[config.mk]
export PLATFORM = sky130hd
export DESIGN_NAME = ffa_array
export DESIGN_NICKNAME = d
export VERILOG_FILES = /design/src/rtl/ffa_pkg.sv /design/src/rtl/ffa_alu.sv /design/src/rtl/ffa_cfg.sv /design/src/rtl/ffa_row.sv /design/src/rtl/ffa_array.sv
export SDC_FILE = /design/constraint.sdc
export NUM_CORES = 1
export LEC_CHECK = 0
export BUFFER_PORTS_ARGS = -buffer_cell sky130_fd_sc_hd__buf_4
export CORE_MARGIN = 5
export CORE_UTILIZATION = 45
export CTS_CLUSTER_SIZE = 24
export DETAILED_ROUTE_END_ITERATION = 8
export GPL_ROUTABILITY_DRIVEN = 0
export PLACE_DENSITY = 0.7
export SLEW_MARGIN = 20
export SYNTH_ARGS = -nofsm -noshare
export SYNTH_HDL_FRONTEND = slang
export SYNTH_SLANG_ARGS = --single-unit
[constraint.sdc]
create_clock -name clk -period 3.5 [get_ports clk]
set_input_delay 0 -clock clk [delete_from_list [all_inputs] [get_ports clk]]
set_output_delay 0 -clock clk [all_outputs]
set_load 0.05 [all_outputs]
[src/rtl/ffa_pkg.sv]
package ffa_pkg;
   localparam int OP_W = 3;

   typedef enum logic [OP_W-1:0] {
      OP_ADD  = 3'd0,
      OP_SUB  = 3'd1,
      OP_AND  = 3'd2,
      OP_OR   = 3'd3,
      OP_XOR  = 3'd4,
      OP_PASS = 3'd5
   } op_e;
endpackage

[src/rtl/ffa_alu.sv]
module ffa_alu
   import ffa_pkg::*;
#(
   parameter int W = 8
) (
   input  logic [OP_W-1:0] op,
   input  logic [W-1:0]    x,
   input  logic [W-1:0]    y,
   output logic [W-1:0]    res
);
   if (W < 1) begin : g_bad_w
      $error("ffa_alu: W must be at least 1");
   end

   always_comb begin
      case (op)
         OP_ADD:  res = x + y;
         OP_SUB:  res = x - y;
         OP_AND:  res = x & y;
         OP_OR:   res = x | y;
         OP_XOR:  res = x ^ y;
         OP_PASS: res = x;
         default: res = '0;
      endcase
   end
endmodule

[src/rtl/ffa_cfg.sv]
module ffa_cfg #(
   parameter int NBITS = 30
) (
   input  logic             clk,
   input  logic             rst_n,
   input  logic             cfg_mode,
   input  logic             cfg_bit,
   output logic [NBITS-1:0] active,
   output logic             flush
);
   logic [NBITS-1:0] shadow;
   logic             mode_q;
   logic             commit;

   if (NBITS < 2) begin : g_bad_n
      $error("ffa_cfg: NBITS must be at least 2");
   end

   assign commit = mode_q & ~cfg_mode;
   assign flush  = cfg_mode | commit;

   always_ff @(posedge clk or negedge rst_n) begin
      if (!rst_n) begin
         shadow <= '0;
         active <= '0;
         mode_q <= 1'b0;
      end else begin
         mode_q <= cfg_mode;
         if (cfg_mode) shadow <= {shadow[NBITS-2:0], cfg_bit};
         if (commit)   active <= shadow;
      end
   end

   // configuration frozen while loading
   assert_cfg_hold_R7: assert property (@(posedge clk) disable iff (!rst_n)
      cfg_mode |=> $stable(active));

   // no change without a preceding load
   assert_cfg_idle_R7: assert property (@(posedge clk) disable iff (!rst_n)
      (!cfg_mode && !mode_q) |=> $stable(active));
endmodule

[src/rtl/ffa_row.sv]
module ffa_row
   import ffa_pkg::*;
#(
   parameter int W    = 8,
   parameter int COLS = 2,
   parameter int SELW = 1
) (
   input  logic                      clk,
   input  logic                      rst_n,
   input  logic                      flush,
   input  logic [COLS-1:0][W-1:0]    src,
   input  logic                      src_valid,
   input  logic [COLS*(OP_W+2*SELW)-1:0] cfg,
   output logic [COLS-1:0][W-1:0]    q,
   output logic                      q_valid
);
   localparam int PEW = OP_W + 2*SELW;

   if (COLS < 2 || (1 << SELW) < COLS) begin : g_bad_cols
      $error("ffa_row: select width too small for COLS");
   end

   function automatic logic [W-1:0] pick(input logic [COLS-1:0][W-1:0] s,
                                         input logic [SELW-1:0] sel);
      pick = (int'(sel) < COLS) ? s[sel] : '0;
   endfunction

   for (genvar c = 0; c < COLS; c++) begin : g_pe
      logic [OP_W-1:0] op;
      logic [SELW-1:0] sel_x, sel_y;
      logic [W-1:0]    opx, opy, res;

      assign op    = cfg[c*PEW +: OP_W];
      assign sel_x = cfg[c*PEW + OP_W +: SELW];
      assign sel_y = cfg[c*PEW + OP_W + SELW +: SELW];
      assign opx   = pick(src, sel_x);
      assign opy   = pick(src, sel_y);

      ffa_alu #(.W(W)) u_alu (.op(op), .x(opx), .y(opy), .res(res));

      always_ff @(posedge clk or negedge rst_n) begin
         if (!rst_n) q[c] <= '0;
         else        q[c] <= res;
      end
   end

   always_ff @(posedge clk or negedge rst_n) begin
      if (!rst_n) q_valid <= 1'b0;
      else        q_valid <= src_valid & ~flush;
   end

   // a flush edge leaves the row empty
   assert_flush_R8: assert property (@(posedge clk) disable iff (!rst_n)
      flush |=> !q_valid);

   // valid only follows valid from the row above
   assert_valid_step_R5: assert property (@(posedge clk) disable iff (!rst_n)
      q_valid |-> $past(src_valid));
endmodule

[src/rtl/ffa_array.sv]
module ffa_array
   import ffa_pkg::*;
#(
   parameter int W       = 8,
   parameter int COLS    = 2,
   parameter int ROWS    = 3,
   parameter int OUT_COL = 0
) (
   input  logic         clk,
   input  logic         rst_n,
   input  logic         cfg_mode,
   input  logic         cfg_bit,
   input  logic         in_valid,
   input  logic [W-1:0] in_a,
   input  logic [W-1:0] in_b,
   output logic         out_valid,
   output logic [W-1:0] out_data
);
   localparam int SELW  = (COLS > 1) ? $clog2(COLS) : 1;
   localparam int PEW   = OP_W + 2*SELW;
   localparam int ROWW  = COLS * PEW;
   localparam int NBITS = ROWS * ROWW;

   if (COLS < 2 || ROWS < 1 || OUT_COL < 0 || OUT_COL >= COLS || W < 1) begin : g_bad_par
      $error("ffa_array: illegal parameter combination");
   end

   logic [NBITS-1:0]                 cfg_act;
   logic                             flush;
   logic [ROWS:0][COLS-1:0][W-1:0]   sd;
   logic [ROWS:0]                    sv;

   ffa_cfg #(.NBITS(NBITS)) u_cfg (
      .clk(clk), .rst_n(rst_n), .cfg_mode(cfg_mode), .cfg_bit(cfg_bit),
      .active(cfg_act), .flush(flush)
   );

   for (genvar c = 0; c < COLS; c++) begin : g_src
      if (c % 2 == 0) begin : g_a
         assign sd[0][c] = in_a;
      end else begin : g_b
         assign sd[0][c] = in_b;
      end
   end
   assign sv[0] = in_valid;

   for (genvar r = 0; r < ROWS; r++) begin : g_row
      ffa_row #(.W(W), .COLS(COLS), .SELW(SELW)) u_row (
         .clk(clk), .rst_n(rst_n), .flush(flush),
         .src(sd[r]), .src_valid(sv[r]),
         .cfg(cfg_act[r*ROWW +: ROWW]),
         .q(sd[r+1]), .q_valid(sv[r+1])
      );
   end

   assign out_valid = sv[ROWS];
   assign out_data  = sd[ROWS][OUT_COL];

   // loading stops delivery from the next edge on
   assert_out_quiet_R8: assert property (@(posedge clk) disable iff (!rst_n)
      cfg_mode |=> !out_valid);
endmodule

==> results.cfg, run 1 <==
[status]
status = finished clean

[synth]
synthTopCellsByArea = dfrtp_1 (26%), ha_1 (17%), mux2i_1 (8.6%)
synth_ff_type = dfrtp_1
ys_async_sr_fraction_pct = 100.0
yosysMostFrequentCell = ha_1
synth_top_area_share_pct = 25.87
ys_ff_latch = 94
synth_area_mm2 = 0.009092
yosysUniqueCellTypes = 61
yosysSeqAreaShare_pct = 25.87
synth_cells = 1017
synth_top_cell_by_area = dfrtp_1
syn-num-nets = 1163
synth-edff-count = 0
syn_area_per_cell_um2 = 8.940
ys_warn_count = 0
netlist_top_cells_count = ha_1 (120), dfrtp_1 (94), inv_1 (94)

[layout]
layout.nets = 1176
area_growth_pct = 9.082
drive_above_1_share_pct = 13.83
insertedDiodeCount = 0

[clock_network]
htree_levels = 3
clockBufferDepth = 2
cts_tree = built
clock_sinks = 94
ctsResizeCount = 0
root_buffer = clkbuf_16
cts_buffers = 9
clk_pin_slew_ns = 0.07
clk-insertion-delay-late_ns = 0.35

[detailed_routing]
wirelength_um = 20290
ant_nets = 0
vias = 7089
first_iter_violations = 324
drt-vias-per-instance = 5.436
first_pass_iters = 4
drcViolationCount = 0
routedWlPerCell_um = 15.56

[timing]
rsz0062_at_grt = false
fin_skew_ns = 0.01189
fmax_ghz = 0.3349
setup_violations = 0
fin_setup_tns_ns = 0
maxSlewHeadroom_pct = 54.75
hold_violations = 0
period_share_pct = 85.32
slew_viol_final = 0
tightest_slew_ns = 0.6788
fin_crit_ns = 2.986

[critical_path]
cp_max_fo = 4
cp-end-kind = flip-flop
start_kind = flip-flop
startpoint = u_cfg.active[9]$_DFFE_PN0P_
worst_ep_required_time_ns = 3.73
crit-reg2reg-launch = u_cfg.active[9]$_DFFE_PN0P_
crit_arrival_ns = 3.22
critical_path_class = flip-flop to flip-flop

[global_route]
grt_max_degree = 52
overflow = 0
grt_antenna_before_repair = 0
grt_pass1_vias = 7031
grt_usage_pct = 17.74
grt_pass1_wl_um = 34610

[floorplan]
dieWidth_um = 152.1
fp.dieH_um = 152.1
pin_count = 30
core_mm2 = 0.02004
die-area_mm2 = 0.02315
start_util_pct = 45.37
rows = 52

[placement]
io_buffers = 29
dp_hpwl_um = 15910

[worst_hold_path]
hold_class = input port to asynchronous set/reset pin

[job]
maxCapViolations = 0
-- state kept, by name, indices dropped and copies added, names as in the netlist --
register             count
u_cfg.mode_q             1
g_row.u_row.q           40
u_cfg.active            25
g_row.u_row.q_valid      3
u_cfg.shadow            25
-- cell usage in the layout (no fill, tap or decap), types with 3 or more instances in the layout --
cell type | netlist | layout
ha_1 | 120 | 120
inv_1 | 94 | 94
dfrtp_1 | 94 | 94
mux2i_1 | 78 | 78
nand2_1 | 73 | 73
nor2_1 | 67 | 67
mux2_2 | 58 | 58
o21ai_0 | 57 | 57
buf_4 | 1 | 48
xnor2_1 | 45 | 45
a21oi_1 | 43 | 43
o22ai_1 | 36 | 36
nor2b_1 | 24 | 23
nor3_1 | 22 | 22
nand2b_1 | 17 | 17
nand3_1 | 12 | 12
a221oi_1 | 10 | 10
xor2_1 | 10 | 10
clkbuf_16 | 0 | 9
o211ai_1 | 8 | 8
o21ai_1 | 8 | 8
o21a_1 | 5 | 5
o2111ai_1 | 5 | 5
nand3b_1 | 5 | 5
and2_1 | 5 | 5
fa_1 | 5 | 5
nor3b_1 | 4 | 4
or2_2 | 4 | 4
a31oi_1 | 4 | 4
o22a_1 | 4 | 4
and3_1 | 4 | 4
a211oi_1 | 4 | 4
dlygate4sd3_1 | 0 | 4
nor3_2 | 3 | 3
o221ai_1 | 3 | 3
a22oi_1 | 3 | 3
-- routing by layer --
| metal | routed length, um | up-vias | global-route usage (%) |
|---|---|---|---|
| met5 | 0 | - | 0 |
| met4 | 396 | 0 | 5.908 |
| met3 | 626 | 27 | 2.130 |
| met2 | 9981 | 139 | 30.65 |
| met1 | 9284 | 3349 | 23.10 |
| li1 | - | 3574 | - |
-- final cells by class --
class                           count  area (um2)
Inverter                           95       356.6
Sequential cell                    94        2352
Tap cell                          270       337.8
Clock inverter                      5       81.33
Clock buffer                       10       239.0
Multi-Input combinational cell    778        6151
Fill cell                        1916       10120
Timing Repair Buffer               52       400.4
-- metrics by stage --
stage	std cells	setup WS (ns)	util (%)	instance area, um2	hold slack, ns
detailed placement	1285	0.5454	47.70	9558	0.07760
CTS	1304	0.5109	49.49	9918	0.2422
global route	1304	0.2110	49.49	9918	0.3148
floorplan	1017	0.6377	-	9092	-0.2956
global placement	1285	0.5879	47.70	9558	0.07133
finish	1304	0.5137	49.49	9918	0.2223
-- cells by family (layout without fill, tap and decap cells) --
| logic type | Yosys count | in the layout | synth area share, % |
|---|---|---|---|
| AND/OR/NAND/NOR | 247 | 247 | 13.68 |
| AO/OA/AOI/OAI | 211 | 211 | 14.68 |
| buffers and inverters | 145 | 162 | 6.509 |
| multiplexers | 139 | 139 | 16.17 |
| adder cells (fa/ha/maj) | 125 | 125 | 17.61 |
| flip-flops | 94 | 94 | 25.87 |
| XOR/XNOR | 56 | 56 | 5.477 |
-- path summary, 6_finish.rpt --
| check | to | slack [ns] | cells after the start |
|---|---|---|---|
| setup / recovery | g_row[0].u_row.q[14]$_DFF_PN0_ | 0.51 | 11 |
| hold / removal | g_row[2].u_row.q[2]$_DFF_PN0_ | 0.22 | 2 |
| setup reg to reg | g_row[0].u_row.q[14]$_DFF_PN0_ | 0.51 | 11 |
| hold reg to reg | g_row[1].u_row.q_valid$_DFF_PN0_ | 0.45 | 1 |
| max in group asynchronous | u_cfg.shadow[8]$_DFFE_PN0P_ | 2.49 | 3 |
| min in group clk | g_row[0].u_row.q[4]$_DFF_PN0_ | 0.26 | 5 |
-- critical path: stages (launching register included) --
cell,delay [ns]
dfrtp_1,0.41
mux2i_1,0.39
ha_1,0.30
nand2_1,0.06
o21ai_0,0.15
fa_1,0.45
nor2b_1,0.16
o21ai_1,0.10
a21boi_1,0.21
o21ai_1,0.10
mux2_1,0.30
o21ai_0,0.24
-- timing repair --
item	in CTS	in global routing
buffers inserted	0	0
hold endpoints to repair	52	0
hold buffers	4	0
Power of run 1 is left out: the tool's default activity adds up to more than one toggle a clock period on the data nets, which glitch-free logic cannot reach.
==> inputs of run 2 (changes only) <==
--- a/config.mk
+++ b/config.mk
@@ -6,7 +6,7 @@
 export NUM_CORES = 1
 export LEC_CHECK = 0
 export BUFFER_PORTS_ARGS = -buffer_cell sky130_fd_sc_hd__buf_4
-export CORE_MARGIN = 5
+export CORE_MARGIN = 2
 export CORE_UTILIZATION = 45
 export CTS_CLUSTER_SIZE = 24
 export DETAILED_ROUTE_END_ITERATION = 8
==> constraint.sdc (replaced) <==
create_clock -name clk -period 3.8 [get_ports clk]
set_input_delay 0 -clock clk [delete_from_list [all_inputs] [get_ports clk]]
set_output_delay 0 -clock clk [all_outputs]
set_load 0.05 [all_outputs]
==> results.cfg, run 2 (same netlist as run 1, synthesis figures left out) <==
[status]
status = finished clean

[timing]
setup_violations = 0
slew_viol_final = 0
rsz0062_at_grt = false
tightest_slew_ns = 0.9057
fmax_ghz = 0.3209
fin_skew_ns = 0.007005
fin_crit_ns = 3.116
period_share_pct = 82.00
hold_violations = 0
fin_setup_tns_ns = 0
maxSlewHeadroom_pct = 39.62

[global_route]
grt_pass1_vias = 6984
grt_max_degree = 74
grt_pass1_wl_um = 34490
grt_usage_pct = 19.59
grt_antenna_before_repair = 0
overflow = 0

[detailed_routing]
wirelength_um = 20210
ant_nets = 0
drt-vias-per-instance = 5.506
vias = 7114
routedWlPerCell_um = 15.64
first_iter_violations = 383
first_pass_iters = 6
drcViolationCount = 0

[worst_hold_path]
hold_start = in_b[4]
min_delay_worst_endpoint = g_row[0].u_row.q[4]$_DFF_PN0_
hold_class = input port to flip-flop
hold_depth = 5

[floorplan]
die-area_mm2 = 0.02136
core_mm2 = 0.01965
fp.dieH_um = 146.1
rows = 51
pin_count = 30
start_util_pct = 46.26
dieWidth_um = 146.1

[layout]
final_common_cell = ha_1
regMostFlops = g_row.u_row.q
largest_reg_flops = 40
layout.nets = 1168
insertedDiodeCount = 0
reg_top3 = g_row.u_row.q (40), u_cfg.active (25), u_cfg.shadow (25)
area_growth_pct = 7.844
drive_above_1_share_pct = 13.24
mostFrequentLayoutCells = ha_1 (120), inv_1 (94), dfrtp_1 (94)

[critical_path]
rr_endpoint = g_row[2].u_row.q[7]$_DFF_PN0_
critical_path_class = flip-flop to flip-flop
start_kind = flip-flop
cp_max_fo = 15
cp-end-kind = flip-flop
path_delay_family = flip-flops
worst_ep_required_time_ns = 4.05
rr_worst_depth = 12
crit_chain = mux2i_1 > ha_1 > nand3_1 > nand2_1 > xnor2_1 > ha_1 > and3_1 > a21oi_1 > and3_1 > nor3_1 > xnor2_1 > a21o_1
crit-reg2reg-launch = u_cfg.active[24]$_DFFE_PN0P_
cpPeakStageDelay_ns = 0.79
crit_buf_inv = 0
crit_arrival_ns = 3.37
r2r_slack_ns = 0.68
slowest_stage = dfrtp_1

[placement]
dp_hpwl_um = 15600
io_buffers = 29

[clock_network]
cts_setup_buffers = 0
cts_buffers = 9
clk_pin_slew_ns = 0.07
clock_sinks = 94
clk-insertion-delay-late_ns = 0.36
clockBufferDepth = 2
cts_tree = built
root_buffer = clkbuf_16
htree_levels = 3

[job]
maxCapViolations = 0
==> run 2: per-stage QoR <==
stage	util [%]	hold slack, ns	area (um2)	cells	worst slack (ns)
finish	49.89	0.2604	9806	1292	0.6840
global route	49.89	0.3185	9806	1292	0.4312
CTS	49.89	0.2456	9806	1292	0.6966
detailed placement	48.29	0.1795	9492	1272	0.7181
global placement	48.29	0.1773	9492	1272	0.8085
floorplan	-	-0.2956	9092	1017	0.9377
==> run 2: final cells by class <==
type                       instances  area [um2]
fill                            1858        9848
multi-input combinational        778        6151
sequential                        94        2352
inverter                          95       356.6
timing repair buffer              44       340.3
tap                              265       331.6
clock buffer                       9       225.2
clock inverter                     7       48.80
==> run 2: worst min-delay path: cells and delay by family <==
kind | cells | cell delay [ns]
compound gates | 2 | 0.19
mux | 1 | 0.13
buf+inv | 1 | 0.12
simple gates | 1 | 0.10
==> run 2: worst max path at each step <==
stage	startpoint	end	depth (start not counted)
after detailed placement	u_cfg.active[24]$_DFFE_PN0P_	g_row[2].u_row.q[7]$_DFF_PN0_	12
after global routing	u_cfg.active[24]$_DFFE_PN0P_	g_row[2].u_row.q[7]$_DFF_PN0_	12
after global placement	u_cfg.active[14]$_DFFE_PN0P_	g_row[1].u_row.q[7]$_DFF_PN0_	12
after floorplan	u_cfg.active[9]$_DFFE_PN0P_	g_row[0].u_row.q[14]$_DFF_PN0_	13
after CTS	u_cfg.active[24]$_DFFE_PN0P_	g_row[2].u_row.q[7]$_DFF_PN0_	12
final	u_cfg.active[24]$_DFFE_PN0P_	g_row[2].u_row.q[7]$_DFF_PN0_	12
==> run 2: repair_timing <==
| action | CTS | global route |
|---|---|---|
| endpoints found under the hold margin | 75 | 0 |
| resized for setup | 0 | 0 |
| hold buffers | 4 | 0 |
==> run 2: routing by layer <==
metal | track usage [%] | wire (um) | vias to the layer above
li1 | - | - | 3579
met1 | 25.40 | 9265 | 3352
met2 | 33.54 | 9631 | 156
met3 | 2.313 | 794 | 27
met4 | 7.524 | 516 | 0
met5 | 0 | 0 | -
Power of run 2 is left out for the same reason.
==> inputs of run 3 (changes only) <==
--- a/config.mk
+++ b/config.mk
@@ -11,7 +11,7 @@
 export CTS_CLUSTER_SIZE = 24
 export DETAILED_ROUTE_END_ITERATION = 8
 export GPL_ROUTABILITY_DRIVEN = 0
-export PLACE_DENSITY = 0.7
+export PLACE_DENSITY = 0.72
 export SLEW_MARGIN = 20
 export SYNTH_ARGS = -nofsm -noshare
 export SYNTH_HDL_FRONTEND = slang
==> constraint.sdc (replaced) <==
create_clock -name clk -period 2.8 [get_ports clk]
set_input_delay 0 -clock clk [delete_from_list [all_inputs] [get_ports clk]]
set_output_delay 0 -clock clk [all_outputs]
set_load 0.05 [all_outputs]
==> results.cfg, run 3 (same netlist as run 1, synthesis figures left out) <==
[clock_network]
root_buffer = clkbuf_16
clk-insertion-delay-late_ns = 0.35
clockBufferDepth = 2
htree_levels = 3
cts_tree = built
clk_pin_slew_ns = 0.07
cts_buffers = 9
clock_sinks = 94

[critical_path]
rr_worst_depth = 13
r2r_slack_ns = 0.12
crit_arrival_ns = 2.93
crit_buf_inv = 1
start_kind = flip-flop
cp-end-kind = flip-flop
crit_chain = mux2i_2 > ha_1 > nand3_1 > nand2_1 > xnor2_1 > ha_1 > and3_1 > a21oi_1 > nand3b_1 > xor2_1 > o21ai_0 > o21ai_0 > buf_4
critical_path_class = flip-flop to flip-flop
cpPeakStageDelay_ns = 0.46
slowest_stage = dfrtp_2
path_delay_family = adder cells
worst_ep_required_time_ns = 3.05
cp_max_fo = 5
cp.depth = 13

[detailed_routing]
first_iter_violations = 418
vias = 7341
ant_nets = 0
drcViolationCount = 0
routedWlPerCell_um = 15.85
wirelength_um = 21260
first_pass_iters = 5
drt-vias-per-instance = 5.474

[job]
maxCapViolations = 0

[global_route]
grt_pass1_vias = 7306
overflow = 0
grt_max_degree = 74
grt_usage_pct = 20.38
grt_pass1_wl_um = 35960
grt_antenna_before_repair = 0

[layout]
reg_top3 = g_row.u_row.q (40), u_cfg.active (25), u_cfg.shadow (25)
largest_reg_flops = 40
mostFrequentLayoutCells = ha_1 (118), inv_1 (94), dfrtp_1 (90)
fin_area_mm2 = 0.01036
regMostFlops = g_row.u_row.q
layout.nets = 1217
drive_above_1_share_pct = 20.63
area_growth_pct = 13.94
final_common_cell = ha_1
insertedDiodeCount = 0

[timing]
whs_ns = 0.2518
fin_crit_ns = 2.684
rsz0062_at_grt = true
period_share_pct = 95.87
slew_viol_final = 0
fin_skew_ns = 0.008565
tightest_slew_ns = 0.9428
fmax_ghz = 0.3725
hold_violations = 0
setup_violations = 0
maxSlewHeadroom_pct = 37.15
setup_ws_ns = 0.1156

[floorplan]
die-area_mm2 = 0.02136
fp.dieH_um = 146.1
start_util_pct = 46.26
core_mm2 = 0.01965
rows = 51
dieWidth_um = 146.1
pin_count = 30

[worst_hold_path]
hold_class = input port to flip-flop
hold_depth = 5

[placement]
dp_hpwl_um = 16320
io_buffers = 29
place_ws_ns = -0.03041
post_dp_cell_area_mm2 = 0.009852

[status]
status = finished clean
==> run 3: changes by cell type in the layout (fill, tap and decap cells not counted), moves of 4 or more <==
cell	change
o21ai_2	+4
dfrtp_2	+4
dfrtp_1	-4
mux2i_2	+15
mux2i_1	-17
buf_4	+46
o21ai_0	-8
o21ai_1	+4
==> run 3: final timing paths <==
kind                                                  start                               end
setup / recovery               u_cfg.active[19]$_DFFE_PN0P_    g_row[1].u_row.q[13]$_DFF_PN0_
hold / removal                                      in_b[6]    g_row[0].u_row.q[14]$_DFF_PN0_
setup reg to reg               u_cfg.active[19]$_DFFE_PN0P_    g_row[1].u_row.q[13]$_DFF_PN0_
hold reg to reg            g_row[1].u_row.q_valid$_DFF_PN0_  g_row[2].u_row.q_valid$_DFF_PN0_
max in group asynchronous                             rst_n     g_row[0].u_row.q[8]$_DFF_PN0_
min in group asynchronous                             rst_n     g_row[2].u_row.q[3]$_DFF_PN0_
==> run 3: area by class of cell <==
type,instances,area (um2)
clock buffer,9,225.2
clock inverter,7,72.57
fill,1821,9294
inverter,95,356.6
multi-input combinational,778,6294
sequential,94,2357
tap,265,331.6
timing repair buffer,93,723.2
==> run 3: per-stage QoR <==
step	std cells	utilization (%)	setup TNS, ns
finish	1341	52.71	0
global route	1341	52.71	-0.1835
CTS	1340	51.90	0
detailed placement	1319	50.13	-0.04324
global placement	1319	50.13	0
floorplan	1017	-	0
==> run 3: repair_timing <==
item,in CTS,in global routing
setup buffers,1,1
endpoints found under the hold margin,74,0
hold buffers,4,0
gates resized for setup,1,48
pin swaps,0,3
endpoints found under the setup margin,2,14
==> run 3: worst min-delay path, stage by stage <==
cell	delay, ns
buf_4	0.10
mux2i_1	0.11
a21oi_1	0.17
a21oi_1	0.07
o21ai_1	0.09
==> run 3: metal layers <==
| metal | routed length (um) | vias to the layer above | part of all wire, % | track usage, % |
|---|---|---|---|---|
| met3 | 819 | 42 | 3.9 | 3.469 |
| met2 | 10280 | 171 | 48 | 35.02 |
| met5 | 0 | - | 0 | 0 |
| met4 | 609 | 0 | 2.9 | 7.427 |
| met1 | 9553 | 3461 | 45 | 25.81 |
| li1 | - | 3667 | - | - |
Power of run 3 is left out for the same reason.
